**src/rtl/pin_irq_pkg.sv**
```systemverilog
// Shared constants for the grouped pin interrupt detector.
// Assumes a 2-bit register select; bit positions inside the control
// register are fixed here so software and bench agree on them.
package pin_irq_pkg;

    localparam int ADDR_W = 2;

    typedef enum logic [ADDR_W-1:0] {
        REG_CTRL   = 2'd0,
        REG_ENABLE = 2'd1,
        REG_SENSE  = 2'd2,
        REG_SPARE  = 2'd3
    } reg_sel_e;

    localparam int CTRL_MODE_BIT = 0;
    localparam int CTRL_IE_BIT   = 1;
    localparam int CTRL_ACK_BIT  = 2;
    localparam int CTRL_FLAG_BIT = 3;

endpackage

```
**src/rtl/pin_irq_sync.sv**
```systemverilog
// Two-flop synchronizer, one chain per pin.
// Assumes pins are asynchronous to clk; output lags input by two edges.
module pin_irq_sync #(
    parameter int W = 4
) (
    input  logic         clk,
    input  logic         rst_n,
    input  logic [W-1:0] din,
    output logic [W-1:0] dout
);

    for (genvar i = 0; i < W; i++) begin : g_chain
        logic meta_q;
        logic stable_q;

        // Move pin i into the clock domain through two flops.
        always_ff @(posedge clk) begin
            if (!rst_n) begin
                meta_q   <= 1'b0;
                stable_q <= 1'b0;
            end else begin
                meta_q   <= din[i];
                stable_q <= meta_q;
            end
        end

        assign dout[i] = stable_q;
    end

endmodule

```
**src/rtl/pin_irq_merge.sv**
```systemverilog
// Applies per-pin enable and sense, then ORs the pins into one group signal.
// Assumes synchronized inputs; purely combinational.
module pin_irq_merge #(
    parameter int W = 4
) (
    input  logic         clk,
    input  logic         rst_n,
    input  logic [W-1:0] pin_sync,
    input  logic [W-1:0] pin_en,
    input  logic [W-1:0] pin_sense,
    output logic         grp_active
);

    logic [W-1:0] active_vec;

    // A pin is active when it matches its sense bit and is enabled.
    always_comb begin
        active_vec = pin_en & ~(pin_sync ^ pin_sense);
        grp_active = |active_vec;
    end

    AST_DISABLED_SILENT: assert property (@(posedge clk) disable iff (!rst_n)
        (pin_en == '0) |-> !grp_active);

endmodule

```
**src/rtl/pin_irq_event.sv**
```systemverilog
// Shared edge detector, sticky flag and request gating.
// Assumes cfg_touch pulses for one cycle on every configuration write and
// ack_wr pulses for one cycle on an acknowledge write.
module pin_irq_event (
    input  logic clk,
    input  logic rst_n,
    input  logic grp_active,
    input  logic level_mode,
    input  logic irq_en,
    input  logic ack_wr,
    input  logic cfg_touch,
    output logic flag,
    output logic irq
);

    logic prev_q;
    logic flag_q;
    logic edge_hit;
    logic set_evt;

    // Remember the last group sample; a config write marks it active so a
    // fresh inactive sample is needed before the next edge.
    always_ff @(posedge clk) begin
        if (!rst_n) begin
            prev_q <= 1'b0;
        end else if (cfg_touch) begin
            prev_q <= 1'b1;
        end else begin
            prev_q <= grp_active;
        end
    end

    // Form the event from an edge, or from the level in level mode.
    always_comb begin
        edge_hit = grp_active & ~prev_q;
        set_evt  = edge_hit | (level_mode & grp_active);
    end

    // Sticky flag: set beats acknowledge.
    always_ff @(posedge clk) begin
        if (!rst_n) begin
            flag_q <= 1'b0;
        end else if (set_evt) begin
            flag_q <= 1'b1;
        end else if (ack_wr) begin
            flag_q <= 1'b0;
        end
    end

    assign flag = flag_q;
    assign irq  = flag_q & irq_en;

    AST_FLAG_STICKY: assert property (@(posedge clk) disable iff (!rst_n)
        (flag_q && !ack_wr) |=> flag_q);
    AST_ACK_CLEARS: assert property (@(posedge clk) disable iff (!rst_n)
        (ack_wr && !set_evt) |=> !flag_q);
    AST_SET_WINS: assert property (@(posedge clk) disable iff (!rst_n)
        set_evt |=> flag_q);
    AST_LEVEL_HOLDS: assert property (@(posedge clk) disable iff (!rst_n)
        (level_mode && grp_active) |=> flag_q);
    AST_NO_CFG_EDGE: assert property (@(posedge clk) disable iff (!rst_n)
        cfg_touch |=> !edge_hit);

endmodule

```
**src/rtl/pin_irq_regs.sv**
```systemverilog
// Register file: mode, interrupt enable, pin enable and sense masks,
// acknowledge strobe and read mux. Assumes DW >= NPINS and DW >= 4.
module pin_irq_regs
    import pin_irq_pkg::*;
#(
    parameter int NPINS = 4,
    parameter int DW    = 8
) (
    input  logic              clk,
    input  logic              rst_n,
    input  logic              wr_en,
    input  logic [ADDR_W-1:0] addr,
    input  logic [DW-1:0]     wdata,
    input  logic              flag,
    output logic [DW-1:0]     rdata,
    output logic              level_mode,
    output logic              irq_en,
    output logic [NPINS-1:0]  pin_en,
    output logic [NPINS-1:0]  pin_sense,
    output logic              ack_wr,
    output logic              cfg_touch
);

    logic wr_ctrl;
    logic wr_en_reg;
    logic wr_sense;
    logic unused_wdata;

    assign unused_wdata = ^wdata;

    // Decode the write target.
    always_comb begin
        wr_ctrl   = wr_en && (addr == REG_CTRL);
        wr_en_reg = wr_en && (addr == REG_ENABLE);
        wr_sense  = wr_en && (addr == REG_SENSE);
        ack_wr    = wr_ctrl && wdata[CTRL_ACK_BIT];
        cfg_touch = wr_en_reg || wr_sense ||
                    (wr_ctrl && (wdata[CTRL_MODE_BIT] != level_mode));
    end

    // Hold the control bits.
    always_ff @(posedge clk) begin
        if (!rst_n) begin
            level_mode <= 1'b0;
            irq_en     <= 1'b0;
        end else if (wr_ctrl) begin
            level_mode <= wdata[CTRL_MODE_BIT];
            irq_en     <= wdata[CTRL_IE_BIT];
        end
    end

    // Hold the per-pin masks.
    always_ff @(posedge clk) begin
        if (!rst_n) begin
            pin_en    <= '0;
            pin_sense <= '0;
        end else begin
            if (wr_en_reg) pin_en    <= wdata[NPINS-1:0];
            if (wr_sense)  pin_sense <= wdata[NPINS-1:0];
        end
    end

    // Return the selected register; acknowledge always reads 0.
    always_comb begin
        rdata = '0;
        unique case (addr)
            REG_CTRL: begin
                rdata[CTRL_MODE_BIT] = level_mode;
                rdata[CTRL_IE_BIT]   = irq_en;
                rdata[CTRL_FLAG_BIT] = flag;
            end
            REG_ENABLE: rdata[NPINS-1:0] = pin_en;
            REG_SENSE:  rdata[NPINS-1:0] = pin_sense;
            default:    rdata = '0;
        endcase
    end

endmodule

```
**src/rtl/pin_irq_port.sv**
```systemverilog
// Grouped pin interrupt detector top level.
// Chain: synchronizer -> enable/sense merge -> shared event detector,
// configured through pin_irq_regs. Assumes one clock, synchronous reset.
module pin_irq_port
    import pin_irq_pkg::*;
#(
    parameter int NPINS = 4,
    parameter int DW    = 8
) (
    input  logic              clk,
    input  logic              rst_n,
    input  logic [NPINS-1:0]  pins,
    input  logic              wr_en,
    input  logic [ADDR_W-1:0] addr,
    input  logic [DW-1:0]     wdata,
    output logic [DW-1:0]     rdata,
    output logic              irq
);

    logic [NPINS-1:0] pin_sync;
    logic [NPINS-1:0] pin_en;
    logic [NPINS-1:0] pin_sense;
    logic             grp_active;
    logic             level_mode;
    logic             irq_en;
    logic             ack_wr;
    logic             cfg_touch;
    logic             flag;

    pin_irq_sync #(.W(NPINS)) u_sync (
        .clk   (clk),
        .rst_n (rst_n),
        .din   (pins),
        .dout  (pin_sync)
    );

    pin_irq_merge #(.W(NPINS)) u_merge (
        .clk        (clk),
        .rst_n      (rst_n),
        .pin_sync   (pin_sync),
        .pin_en     (pin_en),
        .pin_sense  (pin_sense),
        .grp_active (grp_active)
    );

    pin_irq_regs #(.NPINS(NPINS), .DW(DW)) u_regs (
        .clk        (clk),
        .rst_n      (rst_n),
        .wr_en      (wr_en),
        .addr       (addr),
        .wdata      (wdata),
        .flag       (flag),
        .rdata      (rdata),
        .level_mode (level_mode),
        .irq_en     (irq_en),
        .pin_en     (pin_en),
        .pin_sense  (pin_sense),
        .ack_wr     (ack_wr),
        .cfg_touch  (cfg_touch)
    );

    pin_irq_event u_event (
        .clk        (clk),
        .rst_n      (rst_n),
        .grp_active (grp_active),
        .level_mode (level_mode),
        .irq_en     (irq_en),
        .ack_wr     (ack_wr),
        .cfg_touch  (cfg_touch),
        .flag       (flag),
        .irq        (irq)
    );

    AST_IRQ_GATED: assert property (@(posedge clk) disable iff (!rst_n)
        !irq_en |-> !irq);

endmodule

```
**config.mk**
```make
export PLATFORM = sky130hd
export DESIGN_NAME = pin_irq_port
export DESIGN_NICKNAME = d
export VERILOG_FILES = /design/src/rtl/pin_irq_pkg.sv /design/src/rtl/pin_irq_sync.sv /design/src/rtl/pin_irq_merge.sv /design/src/rtl/pin_irq_event.sv /design/src/rtl/pin_irq_regs.sv /design/src/rtl/pin_irq_port.sv
export SDC_FILE = /design/constraint.sdc
export NUM_CORES = 1
export LEC_CHECK = 0
export BUFFER_PORTS_ARGS = -buffer_cell sky130_fd_sc_hd__buf_4
export CORE_MARGIN = 3
export CORE_UTILIZATION = 44
export DETAILED_ROUTE_END_ITERATION = 6
export GPL_TIMING_DRIVEN = 0
export HOLD_SLACK_MARGIN = 0.06
export PLACE_DENSITY = 0.72
export SYNTH_ARGS = -nofsm -noshare
export SYNTH_HDL_FRONTEND = slang
export SYNTH_SLANG_ARGS = --single-unit
```
**constraint.sdc**
```tcl
create_clock -name clk -period 1.2 [get_ports clk]
set_input_delay 0.24 -clock clk [delete_from_list [all_inputs] [get_ports clk]]
set_output_delay 0.24 -clock clk [all_outputs]
set_load 0.02 [all_outputs]
```
==> key figures <==
Power and ir drop
  • Design Power: 0.00150 W
  • Worst vdd ir: 0.792 mV
  • Static Leak: 0.535 nW
  • Power Density: 1160 nW/um^2

Detailed routing
  • WL per Instance: 12.8 um
  • Routed WL: 2.00 mm
  • Vias: 791
  • DRT iter0 DRCs: 45
  • Drt drc: 0
  • Final ANT Viol Nets: 0
  • DRT Pass-1 Iters: 6
  • Vias per cell: 5.07

Flow run
  • Max_cap viols: 0

Cells and area
  • Antenna Diode Count: 0
  • Fillers: 136
  • Most common cell after layout, fill and taps aside: buf_4
  • Final net count: 153
  • Final non-filler cell total: 156
  • Commonest non-fill, non-tap cells in the layout: buf_4 (21), nand2_1 (15), dfxtp_1 (12), a21oi_1 (11), nand3_1 (11)
  • Area grow syn2layout: 46.1%
  • Multi-input gate area: 490 um^2
  • Seq. cell area: 410 um^2
  • Share of cells above drive strength 1: 42.0%

Setup path
  • Crit-path max cell delay: 0.38 ns
  • Crit path launch type: flop
  • CP required: 0.96 ns
  • Setup Crit Path Kind: reg -> out
  • CP max-delay cell: a222oi_1
  • CP Cell Sequence: a222oi_1 -> nor2_2 -> buf_6
  • Worst setup EP type: primary output
  • Crit-path leading delay family: compound AO/OA/AOI/OAI gates
  • Data arrival, critical path: 1.25 ns
  • Worst Path Buf+Inv: 1
  • Max FO, Critical Path: 2

Timing
  • Clock skew: 0.00266 ns
  • Hold slack: 0.136 ns
  • Fin. max-slew vios: 0
  • Final worst-path cycle share: 124%
  • Min Tclk post-route: 1.49 ns
  • Max Fclk: 0.672 GHz
  • Fin. Hold Viols: 0
  • RSZ-0062 raised after global routing: yes
  • Setup TNS: -0.950 ns
  • Final setup fails: 7
  • Worst Setup Slack, final: -0.288 ns

CTS
  • Clock Latency Late Sink: 0.30 ns
  • H-tree depth: 1
  • Root Driver: clkbuf_4
  • CTS tree: yes
  • Max clock buf depth: 2
  • CTS clk-pin slew, worst paths: 0.11 ns
  • Cts hold-fix bufs: 0
  • CTS Buf Count: 3
  • CTS sink cnt: 20

Die
  • Die H: 50.9 um
  • Std cell rows: 15
  • Initial core utilization: 48.7%
  • Die area: 2590 um^2
  • Die width: 50.9 um
  • Ports: 26
  • Total core area: 1820 um^2

Placed design
  • PortBufs: 17
  • RePlAce Congestion: 0.796
  • Dpl hpwl: 1.34 mm
  • Dpl cells: 146

Yosys
  • Synthesized area: 887 um^2
  • Syn Area/Cell: 8.78 um^2
  • Yosys cell types: 22
  • Syn Inst Count: 101
  • Seq/Total Area, Yosys: 45.1%
  • YS warnings: 0
  • Seq cells post-synth: 20

Global route
  • Largest net degree at the start of global routing: 13
  • Vias in the first global route: 738
  • GRT Util Overall: 16.9%
  • First-pass GRT wire length: 3.35 mm
  • GRT overflow: 0
  • Initial antenna violation count: 0

Outcome
  • Status: finished, violations left
  • Failing checks: setup timing

Hold path
  • Worst min path class: in -> reg
==> path summary, 6_finish.rpt <==
check,startpoint,to,slack (ns),depth (start not counted)
max,u_regs.pin_en[0],rdata[0],-0.29,3
min,pins[3],u_sync.g_chain[3].meta_q,0.14,2
max reg2reg,u_regs.pin_sense[1],u_event.prev_q,-0.03,5
min reg2reg,u_sync.g_chain[0].meta_q,u_sync.g_chain[0].stable_q,0.44,1
==> through the flow <==
stage	area, um^2	util, %	setup WS [ns]
6_report	1300	71.2	-0.288
5_1_grt	1300	71.2	-0.362
4_1_cts	1280	70.6	-0.280
3_5_place_dp	1150	63.2	-0.380
3_3_place_gp	1150	63.2	-0.375
2_1_floorplan	992	-	-0.0436
==> state kept, by name (all words and copies together), names as in the netlist <==
signal / count
u_event.prev_q: 1
u_sync.g_chain.stable_q: 4
u_event.flag: 1
u_regs.pin_sense: 4
u_regs.level_mode: 1
u_sync.g_chain.meta_q: 4
u_regs.irq_en: 1
u_regs.pin_en: 4
==> power breakdown <==
| group | switching (W) | internal (W) | leakage [nW] | total, W |
|---|---|---|---|---|
| Sequential | 0.0000153 | 0.000695 | 0.168 | 0.000711 |
| Clock | 0.000210 | 0.000338 | 0.0279 | 0.000548 |
| Combinational | 0.000115 | 0.000126 | 0.340 | 0.000241 |
==> timing repair <==
action,CTS,global route
buffers inserted,8,1
setup endpoints to repair,4,7
gates resized for setup,21,1
pin swaps,8,1
==> synth_stat cells <==
| library cell | count | share of area (%) |
|---|---|---|
| nor2b_1 | 1 | 0.71 |
| a22oi_1 | 1 | 0.85 |
| a211o_1 | 1 | 0.99 |
| a21oi_1 | 11 | 6.2 |
| clkbuf_1 | 3 | 1.3 |
| buf_2 | 2 | 1.1 |
| and2_1 | 9 | 6.3 |
| inv_1 | 3 | 1.3 |
| and3b_1 | 1 | 0.99 |
| dfxtp_1 | 20 | 45 |
| nand2_1 | 15 | 6.3 |
| nand3_1 | 11 | 6.2 |
| a22o_1 | 1 | 0.99 |
| xnor2_1 | 4 | 3.9 |
| buf_4 | 4 | 3.4 |
| nor2_1 | 3 | 1.3 |
| a221oi_2 | 1 | 1.7 |
| xor2_1 | 1 | 0.99 |
| a222oi_1 | 3 | 3.4 |
| a211oi_1 | 1 | 0.85 |
| conb_1 | 1 | 0.42 |
| ha_1 | 4 | 5.6 |
==> logic make-up (layout without fill, tap and decap cells) <==
family / after synthesis / in the layout / share of synthesized area (%)
buffers and inverters: 12 / 39 / 7.05
DFF: 20 / 20 / 45.1
xor gates and xnor gates: 5 / 5 / 4.94
adders and majority gates: 4 / 4 / 5.64
AOI/OAI and AO/OA: 19 / 19 / 15.0
and+or+nand+nor: 40 / 40 / 21.9
other: 1 / 4 / 0.423
==> area by class of cell <==
class                           count  share of cell area (%)
Buffer                              6                    2.99
Clock buffer                        3                    1.74
Clock inverter                      1                    2.32
Inverter                            3                    2.41
Multi-Input combinational cell     72                    37.8
Sequential cell                    20                    31.7
Tap cell                           25                    2.41
Timing Repair Buffer               26                    18.6
==> layer usage <==
metal | vias up | wire (um) | GRT usage (%)
met5 | - | 0 | 0
met4 | 0 | 0 | 2.69
met3 | 0 | 140 | 4.66
met2 | 33 | 950 | 29.2
met1 | 363 | 905 | 21.1
li1 | 395 | - | -
Note: power is estimated with default switching activity, not from simulation.
